`src/rtl/twr_pkg.sv`:
```
package twr_pkg;

  typedef enum logic [1:0] {
    ST_IDLE  = 2'd0,
    ST_START = 2'd1,
    ST_BITS  = 2'd2,
    ST_STOP  = 2'd3
  } twr_state_e;

  localparam int FRAME_BYTES = 5;
  localparam logic [3:0] ACK_SLOT = 4'd8;

  // Byte number idx of the frame: device byte, address high/low, data high/low.
  function automatic logic [7:0] frame_byte(input logic [2:0] idx,
                                            input logic [7:0] dev,
                                            input logic [15:0] addr,
                                            input logic [15:0] data);
    logic [7:0] b;
    case (idx)
      3'd0:    b = dev;
      3'd1:    b = addr[15:8];
      3'd2:    b = addr[7:0];
      3'd3:    b = data[15:8];
      default: b = data[7:0];
    endcase
    return b;
  endfunction

  // SCL is high outside the bit slots and in the two later quarters of a slot.
  function automatic logic scl_level(input twr_state_e st, input logic [1:0] ph);
    return (st == ST_IDLE || st == ST_START) ? 1'b1 : ph[1];
  endfunction

  // 1 = pull SDA low. In quarter 0 of a slot the previous level is held.
  function automatic logic sda_pull(input twr_state_e st,
                                    input logic [1:0] ph,
                                    input logic [3:0] bit_idx,
                                    input logic [2:0] byte_idx,
                                    input logic [7:0] cur);
    logic       r;
    logic [2:0] pos;
    r   = 1'b0;
    pos = 3'd0;
    case (st)
      ST_START: r = ph[1];
      ST_BITS: begin
        if (ph == 2'd0) begin
          if (bit_idx == 4'd0) begin
            r = (byte_idx == 3'd0);
          end else begin
            pos = 3'(4'd8 - bit_idx);
            r   = ~cur[pos];
          end
        end else if (bit_idx == ACK_SLOT) begin
          r = 1'b0;
        end else begin
          pos = 3'd7 - bit_idx[2:0];
          r   = ~cur[pos];
        end
      end
      ST_STOP: r = (ph == 2'd1) || (ph == 2'd2);
      default: r = 1'b0;
    endcase
    return r;
  endfunction

endpackage

```
`src/rtl/twr_quarter_tick.sv`:
```
module twr_quarter_tick #(
  parameter int QUARTER = 312
) (
  input  logic clk,
  input  logic rst_n,
  input  logic run,
  output logic tick
);
  localparam int CW = (QUARTER > 1) ? $clog2(QUARTER) : 1;
  localparam logic [CW-1:0] LAST = CW'(QUARTER - 1);

  logic [CW-1:0] cnt;

  assign tick = run && (cnt == LAST);

  always_ff @(posedge clk or negedge rst_n) begin
    if (!rst_n) begin
      cnt <= '0;
    end else if (!run || cnt == LAST) begin
      cnt <= '0;
    end else begin
      cnt <= cnt + 1'b1;
    end
  end
endmodule

```
`src/rtl/twr_frame_seq.sv`:
```
module twr_frame_seq
  import twr_pkg::*;
#(
  parameter int NBYTES = FRAME_BYTES
) (
  input  logic       clk,
  input  logic       rst_n,
  input  logic       launch,
  input  logic       tick,
  input  logic       sda_in,
  output twr_state_e state,
  output logic [1:0] phase,
  output logic [3:0] bit_idx,
  output logic [2:0] byte_idx,
  output logic       nack,
  output logic       ack_smp,
  output logic       stop_end,
  output logic       finish
);
  localparam logic [2:0] LAST_BYTE = 3'(NBYTES - 1);

  logic slot_end;

  assign slot_end = tick && (phase == 2'd3);
  assign ack_smp  = tick && (state == ST_BITS) && (bit_idx == ACK_SLOT) && (phase == 2'd2);
  assign stop_end = slot_end && (state == ST_STOP);

  always_ff @(posedge clk or negedge rst_n) begin
    if (!rst_n) begin
      state    <= ST_IDLE;
      phase    <= 2'd0;
      bit_idx  <= 4'd0;
      byte_idx <= 3'd0;
      nack     <= 1'b0;
      finish   <= 1'b0;
    end else begin
      finish <= stop_end;
      if (state == ST_IDLE) begin
        if (launch) begin
          state    <= ST_START;
          phase    <= 2'd0;
          bit_idx  <= 4'd0;
          byte_idx <= 3'd0;
          nack     <= 1'b0;
        end
      end else if (tick) begin
        phase <= phase + 2'd1;
        if (ack_smp) nack <= sda_in;
        if (slot_end) begin
          case (state)
            ST_START: begin
              state    <= ST_BITS;
              bit_idx  <= 4'd0;
              byte_idx <= 3'd0;
            end
            ST_BITS: begin
              if (bit_idx == ACK_SLOT) begin
                bit_idx <= 4'd0;
                if (nack || byte_idx == LAST_BYTE) state <= ST_STOP;
                else byte_idx <= byte_idx + 3'd1;
              end else begin
                bit_idx <= bit_idx + 4'd1;
              end
            end
            ST_STOP: state <= ST_IDLE;
            default: state <= ST_IDLE;
          endcase
        end
      end
    end
  end
endmodule

```
`src/rtl/twr_reg_writer.sv`:
```
module twr_reg_writer
  import twr_pkg::*;
#(
  parameter int         CLK_HZ   = 125_000_000,
  parameter int         SCL_HZ   = 100_000,
  parameter logic [7:0] DEV_ADDR = 8'h78
) (
  input  logic        clk,
  input  logic        rst_n,
  input  logic        req_valid,
  output logic        req_ready,
  input  logic [15:0] req_addr,
  input  logic [15:0] req_data,
  output logic        done,
  output logic        nack_err,
  output logic        scl_o,
  output logic        sda_low_o,
  input  logic        sda_i
);
  localparam int QRAW    = CLK_HZ / (4 * SCL_HZ);
  localparam int QUARTER = (QRAW < 1) ? 1 : QRAW;

  twr_state_e  state;
  logic [1:0]  phase;
  logic [3:0]  bit_idx;
  logic [2:0]  byte_idx;
  logic        tick_w, nack_w, ack_smp_w, stop_end_w, finish_w;
  logic        busy_w, accept_w, bits_w, ack_win_w;
  logic [15:0] addr_q, data_q;
  logic [7:0]  cur_byte_w;
  logic        err_q;

  assign busy_w    = (state != ST_IDLE);
  assign req_ready = !busy_w;
  assign accept_w  = req_valid && req_ready;
  assign bits_w    = (state == ST_BITS);
  assign ack_win_w = bits_w && (bit_idx == ACK_SLOT) && (phase != 2'd0);

  twr_quarter_tick #(.QUARTER(QUARTER)) u_tick (
    .clk  (clk),
    .rst_n(rst_n),
    .run  (busy_w),
    .tick (tick_w)
  );

  twr_frame_seq #(.NBYTES(FRAME_BYTES)) u_seq (
    .clk     (clk),
    .rst_n   (rst_n),
    .launch  (accept_w),
    .tick    (tick_w),
    .sda_in  (sda_i),
    .state   (state),
    .phase   (phase),
    .bit_idx (bit_idx),
    .byte_idx(byte_idx),
    .nack    (nack_w),
    .ack_smp (ack_smp_w),
    .stop_end(stop_end_w),
    .finish  (finish_w)
  );

  always_ff @(posedge clk or negedge rst_n) begin
    if (!rst_n) begin
      addr_q <= '0;
      data_q <= '0;
      err_q  <= 1'b0;
    end else if (accept_w) begin
      addr_q <= req_addr;
      data_q <= req_data;
      err_q  <= 1'b0;
    end else if (stop_end_w) begin
      err_q  <= nack_w;
    end
  end

  assign cur_byte_w = frame_byte(byte_idx, DEV_ADDR, addr_q, data_q);
  assign scl_o      = scl_level(state, phase);
  assign sda_low_o  = sda_pull(state, phase, bit_idx, byte_idx, cur_byte_w);
  assign done       = finish_w;
  assign nack_err   = err_q;
endmodule

```
`config.mk`:
```
export PLATFORM = sky130hd
export DESIGN_NAME = twr_reg_writer
export DESIGN_NICKNAME = d
export VERILOG_FILES = /design/src/rtl/twr_pkg.sv /design/src/rtl/twr_quarter_tick.sv /design/src/rtl/twr_frame_seq.sv /design/src/rtl/twr_reg_writer.sv
export SDC_FILE = /design/constraint.sdc
export NUM_CORES = 1
export LEC_CHECK = 0
export ABC_AREA = 1
export BUFFER_PORTS_ARGS = -buffer_cell sky130_fd_sc_hd__buf_2
export CAP_MARGIN = 25
export CELL_PAD_IN_SITES_DETAIL_PLACEMENT = 0
export CELL_PAD_IN_SITES_GLOBAL_PLACEMENT = 2
export CORE_AREA = 3 3 98 100
export CTS_BUF_LIST = sky130_fd_sc_hd__clkbuf_8
export CTS_CLUSTER_DIAMETER = 200
export DETAILED_ROUTE_END_ITERATION = 10
export DIE_AREA = 0 0 101 103
export GPL_TIMING_DRIVEN = 1
export PLACE_DENSITY = 0.88
export SKIP_CTS_REPAIR_TIMING = 1
export SLEW_MARGIN = 25
export SYNTH_ARGS = -nofsm -noshare
export SYNTH_HDL_FRONTEND = slang
export SYNTH_SLANG_ARGS = --single-unit
```
`constraint.sdc`:
```
create_clock -name clk -period 4 [get_ports clk]
set_clock_uncertainty 0.1 [all_clocks]
set_input_delay 0 -clock clk [delete_from_list [all_inputs] [get_ports clk]]
set_output_delay 0 -clock clk [all_outputs]
set_load 0.02 [all_outputs]
```
### Word-level counts from Yosys, hierarchy flattened

Cells that the tools add are included.

| word-level totals | value |
|---|---|
| register bits after elaboration | 55 |
| logic and storage cells | 103 |
| output and inout bits | 5 |
| bits of input ports | 36 |

| cells by class | value |
|---|---|
| equal/unequal tests | 16 |
| $lt $le $gt $ge | 2 |
| multiplexer cells | 40 |
| bitwise logic cells | 2 |
| reductions and logical operators | 27 |
| $add $sub $neg | 6 |

Operators by type and width:

| operator | count |
|---|---|
| one-hot mux 8 bit (4 select lines) | 1 |
| two-way mux 4 bit | 5 |
| two-way mux 2 bit | 9 |
| two-way mux 3 bit | 6 |
| two-way mux 1 bit | 12 |
| nonzero test 2 bit | 5 |
| adder 9 x 1 -> 9 bit (second input constant) | 1 |
| == test 9 bit (second input constant) | 1 |
| two-way mux 9 bit | 1 |
| == test 2 bit (second input constant) | 4 |
| less-than comparator 3 x 4 -> 1 bit (second input constant) | 2 |
| one-hot mux 4 bit (2 select lines) | 1 |
| logical AND 1 bit | 7 |
| binary-select mux 1 bit (select 3 bit) | 2 |
| == test 3 x 2 -> 1 bit (second input constant) | 2 |
| inequality test 3 x 1 -> 1 bit (second input constant) | 2 |
| one-hot mux 3 bit (2 select lines) | 1 |
| AND reduction 6 bit | 1 |
| AND reduction 5 bit | 1 |
| adder 4 x 1 -> 4 bit (second input constant) | 1 |
| == test 2 x 1 -> 1 bit (second input constant) | 2 |
| == test 4 bit (second input constant) | 1 |
| logical NOT 2 bit | 2 |
| logical NOT 4 bit | 1 |
| other kinds (18) | 22 |

### Depth between registers and ports, before layout

| depth | value |
|---|---|
| word-level depth | 8 |
| depth in mapped cells | 17 |
| depth with buffers taken out | 17 |

### Hierarchy

Synthesis repeated with hierarchy kept, for this count alone.

| unflattened totals | value |
|---|---|
| cells, all modules | 448 |
| area, all modules | 3,294.4 µm² |

Modules (own cells, without submodules):

| module | instances | cells an instance | area an instance (µm²) | seq. area each (µm²) |
|---|---|---|---|---|
| twr_reg_writer | 1 | 263 | 1,856.8 | 825.8 |
| twr_frame_seq | 1 | 120 | 947.2 | 325.3 |
| twr_quarter_tick | 1 | 65 | 490.5 | 225.2 |

### Worst setup path after synthesis

No wires, ideal clock.

| path | value |
|---|---|
| kind | flip-flop to output port |
| from | register u_seq.byte_idx[2] |
| to | output sda_low_o |
| arrival | 1,993 ps |
| buffers on the path | 2 |
| data required time | 3,900 ps |
| path slack | 1,907 ps |
| cell stages (with the launch flop) | 17 |
| path through | dfrtp_1 > inv_2 > buf_6 > ha_1 > clkbuf_1 > a21oi_2 > nand3_1 > nand2_1 > nand2_1 > nand2_1 > inv_1 > nand2_1 > nand2_1 > nand3_1 > nand2_1 > nand3_1 > a21oi_1 |

| on the way | value |
|---|---|
| longest elaborated chain between the ends | 8 |

Ends and longest elaborated chain:

| element | RTL line | source |
|---|---|---|
| from (decl) | twr_frame_seq.sv:14 | `output logic [2:0] byte_idx,` |
| from (signal assigned) | twr_frame_seq.sv:60 | `else byte_idx <= byte_idx + 3'd1;` |
| == test 3 x 2 -> 1 bit, or another cell as far along | twr_pkg.sv:19 | `case (idx)` |
| one-hot mux 8 bit (4 select lines) | twr_pkg.sv:19 |  |
| binary-select mux 1 bit (select 3 bit) (on tied branches) | twr_pkg.sv:58, twr_pkg.sv:52 |  |
| two-way mux 1 bit (on tied branches) | twr_pkg.sv:58, twr_pkg.sv:52 |  |
| NOT 1 bit (on tied branches) | twr_pkg.sv:58, twr_pkg.sv:52 |  |
| two-way mux 1 bit (on tied branches) | twr_pkg.sv:54, twr_pkg.sv:48 |  |
| two-way mux 1 bit (*) | twr_pkg.sv:47 | `if (ph == 2'd0) begin` |
| one-hot mux 1 bit (3 select lines) (*) | twr_pkg.sv:44 | `case (st)` |
| to (decl) | twr_reg_writer.sv:17 | `output logic sda_low_o,` |

Every way passes the cells marked *; elsewhere a longest branch is shown, timed or not. The select of a mux whose other input is x is not followed.

### Worst setup path in the final report

| path | value |
|---|---|
| from | register u_seq.byte_idx[1] |
| to | output sda_low_o |

The elaborated chain is that of the path after synthesis.

==> summary.txt <==
Status
  • Outcome: finished, final reports clean

Timing
  • Worst Tran Pin Value: 0.700 ns
  • RSZ-0062 raised after global routing: no
  • Setup TNS: 0 ns
  • Tcrit/Tclk final: 0.653
  • Hold Fails Final Rpt: 0
  • Fin crit period: 2.61 ns
  • Slew Limit Fails: 0
  • Max-slew headroom: 0.533
  • Max Clk Rate: 383 MHz
  • Endpoints failing setup: 0

Placed design
  • I/O Buffers: 40
  • Gp weighted congestion: 0.812
  • Dpl cells: 540
  • DP HPWL: 5210 um

Synth
  • Seq/Total Area, Yosys: 0.453
  • Syn Area/Cell: 7.62 sq um
  • Main combinational cell family by area after synthesis: simple AND/OR/NAND/NOR gates
  • Mux cell area share after synthesis: 0
  • Yosys cell types: 35
  • Synth Area in Adders: 0.0617
  • Area leader, netlist: dfrtp_1
  • Mapped Cells: 399
  • Dominant cells by area after synthesis: dfrtp_1, nand2_1, nand3_1, ha_1, inv_1
  • Synth Warn #: 0
  • Synthesized flop and latch total: 55
  • Simple-gate share of the synthesized area: 0.344
  • Post-Syn Area: 3040 sq um
  • Xor/xnor share of the synthesized area: 0.00576
  • Synth Area in Compound Gates: 0.0671
  • Syn_nets: 450
  • Synth top area share: 0.453

Cells and area
  • P&R area growth vs syn: 24.5%
  • Share of cells above drive strength 1: 0.137
  • Commonest non-fill, non-tap cell in the layout: nand2_1
  • Layout fillers: 897
  • Commonest cells after routing, fill and taps aside: nand2_1, dfrtp_1, nand3_1
  • # nets final: 524
  • Fin util: 0.432
  • Diode count: 0
  • Post-Layout Cell Count: 582

Hold path
  • Worst hold path depth: 5
  • WHS Endpoint: data_q[14]$_DFFE_PN0P_
  • Hold WC Path Type: in -> reg
  • Hold path startpoint: req_valid

Clock network
  • Root Driver: clkbuf_8
  • Worst-path clk slew: 0.11 ns
  • Max Buffers Root-to-Sink: 2
  • H-tree depth: 2
  • Number of buffers created by CTS: 5
  • Worst-Skew Late Latency: 0.32 ns
  • CTS tree: yes
  • CTS Sinks: 55

Setup path
  • R2R cell count: 10
  • CP most frequent cell: nand3_1
  • R2r setup slk: 1.79 ns
  • Worst R2R End: u_seq.byte_idx[1]$_DFFE_PN0P_
  • Required @ worst endpoint: 3.90 ns
  • Max FO, Critical Path: 8
  • Crit. End Element: primary output
  • CP arrival: 2.51 ns
  • Crit start category: register
  • Crit-path cells: inv_1 -> ha_1 -> o21ai_1 -> nand3_1 -> nand3_1 -> nand3_1 -> nand2_1 -> nand2_1 -> nand3_1 -> nand2_1 -> nand3_1 -> a21oi_1 -> buf_2
  • Critical R2R Launch: u_seq.bit_idx[0]$_DFFE_PN0P_
  • CP max stage cell: o21ai_1
  • Critical path class: reg -> out
  • Slowest stage delay, CP: 0.45 ns

Floorplan
  • # IOs: 41
  • Initial Utilization: 0.347
  • Die Width: 101 um
  • Rows: 34
  • Die Y: 103 um
  • CORE AREA: 8760 sq um
  • Die area: 10400 sq um

Drt
  • Antenna-violating nets left: 0
  • Vias: 2712
  • Vias per cell: 4.66
  • First drt pass iteration count: 4
  • Avg WL per Cell: 12.4 um
  • Drt drc: 0
  • 1st-iter DRT viols: 91
  • Final WL: 7200 um

Global routing
  • Antenna violations before repair: 0
  • Largest net degree at the start of global routing: 56
  • GRT Total Usage: 0.145
  • Vias in the first global route: 2597
  • Global-route wire length before repair: 12100 um
  • Grt ovf: 0

Power
  • Peak supply drop: 0.000122 V
  • Leak: 0.00208 uW
  • Power, Total: 951 uW
  • Cell Pwr Density: 251 nW/um^2

Job
  • Total of max-cap violations: 0
final cells by class:
cell class	count	area (sq um)	area share
multi-input cells	291	1460	0.384
flip-flops and latches	55	1380	0.364
repair buffers	76	556	0.147
inverters	44	166	0.0440
well taps	108	135	0.0357
clock buffers	5	68.8	0.0182
clock inverters	3	27.5	0.00727
cells by family (layout without fill, tap and decap cells):
group                      Yosys count  in the layout
buffers and inverters               53            128
DFF                                 55             55
xor gates and xnor gates             2              2
AOI/OAI and AO/OA                   35             35
and+or+nand+nor                    239            239
adders and majority gates           15             15
state kept, by name, summed over array words and instances, names as in the netlist:
signal,cells
addr_q,16
data_q,16
nack_err,1
u_seq.bit_idx,4
u_seq.byte_idx,3
u_seq.finish,1
u_seq.nack,1
u_seq.phase,2
u_seq.state,2
u_tick.cnt,9
layer usage:
layer | vias up | GRT usage | share of wire | wire length, um
met5 | - | 0 | 0 | 0
met1 | 1254 | 0.201 | 0.49 | 3540
li1 | 1409 | - | - | -
met2 | 40 | 0.236 | 0.47 | 3390
met3 | 9 | 0.0196 | 0.023 | 169
met4 | 0 | 0.0491 | 0.014 | 103
how the worst max path moves through the flow:
stage / endpoint / from / cells past startpoint / slack (ns)
2_1_floorplan: sda_low_o / u_seq.byte_idx[2]$_DFFE_PN0P_ / 16 / 1.91
3_3_place_gp: sda_low_o / u_seq.byte_idx[2]$_DFFE_PN0P_ / 15 / 1.72
3_5_place_dp: sda_low_o / u_seq.byte_idx[2]$_DFFE_PN0P_ / 13 / 1.72
4_1_cts: sda_low_o / u_seq.byte_idx[2]$_DFFE_PN0P_ / 13 / 1.36
5_1_grt: sda_low_o / u_seq.byte_idx[0]$_DFFE_PN0P_ / 15 / 1.04
6_report: sda_low_o / u_seq.byte_idx[1]$_DFFE_PN0P_ / 13 / 1.39
cells in the mapped netlist (all sizes together):
cell and instances:
xnor2 1, dfrtp 55, inv 42, o22ai 2, o21a 2, clkbuf 6
ha 15, nor3b 2, o31ai 1, clkinv 2, a32o 1, or2 1
nand2 153, xor2 1, o21ai 16, nor4 1, nand3 49, buf 3
a31oi 1, nor3 5, nor2 28, a21oi 12
report_power, final:
part / leakage (uW) / internal (uW) / switching, uW
registers: 0.000686 / 556 / 0
clock network: 0.0000467 / 131 / 212
logic: 0.00135 / 33.9 / 18.9
critical path, delay by kind of cell, from the launching register on:
family | cells | cell delay [ns]
buffers and inverters | 2 | 0.25
DFF | 1 | 0.41
and+or+nand+nor | 8 | 0.74
adders and majority gates | 1 | 0.27
AOI/OAI and AO/OA | 2 | 0.51
per-stage QoR:
| step | cell area, sq um | hold WS, ns | worst slack, ns |
|---|---|---|---|
| 3_3_place_gp | 3350 | 0.0825 | 1.72 |
| 5_1_grt | 3780 | 0.138 | 1.04 |
| 3_5_place_dp | 3350 | 0.0817 | 1.72 |
| 4_1_cts | 3440 | -0.273 | 1.36 |
| 6_report | 3780 | 0.109 | 1.39 |
| 2_1_floorplan | 3040 | -0.396 | 1.91 |
Note: power is estimated with default switching activity, not from simulation.
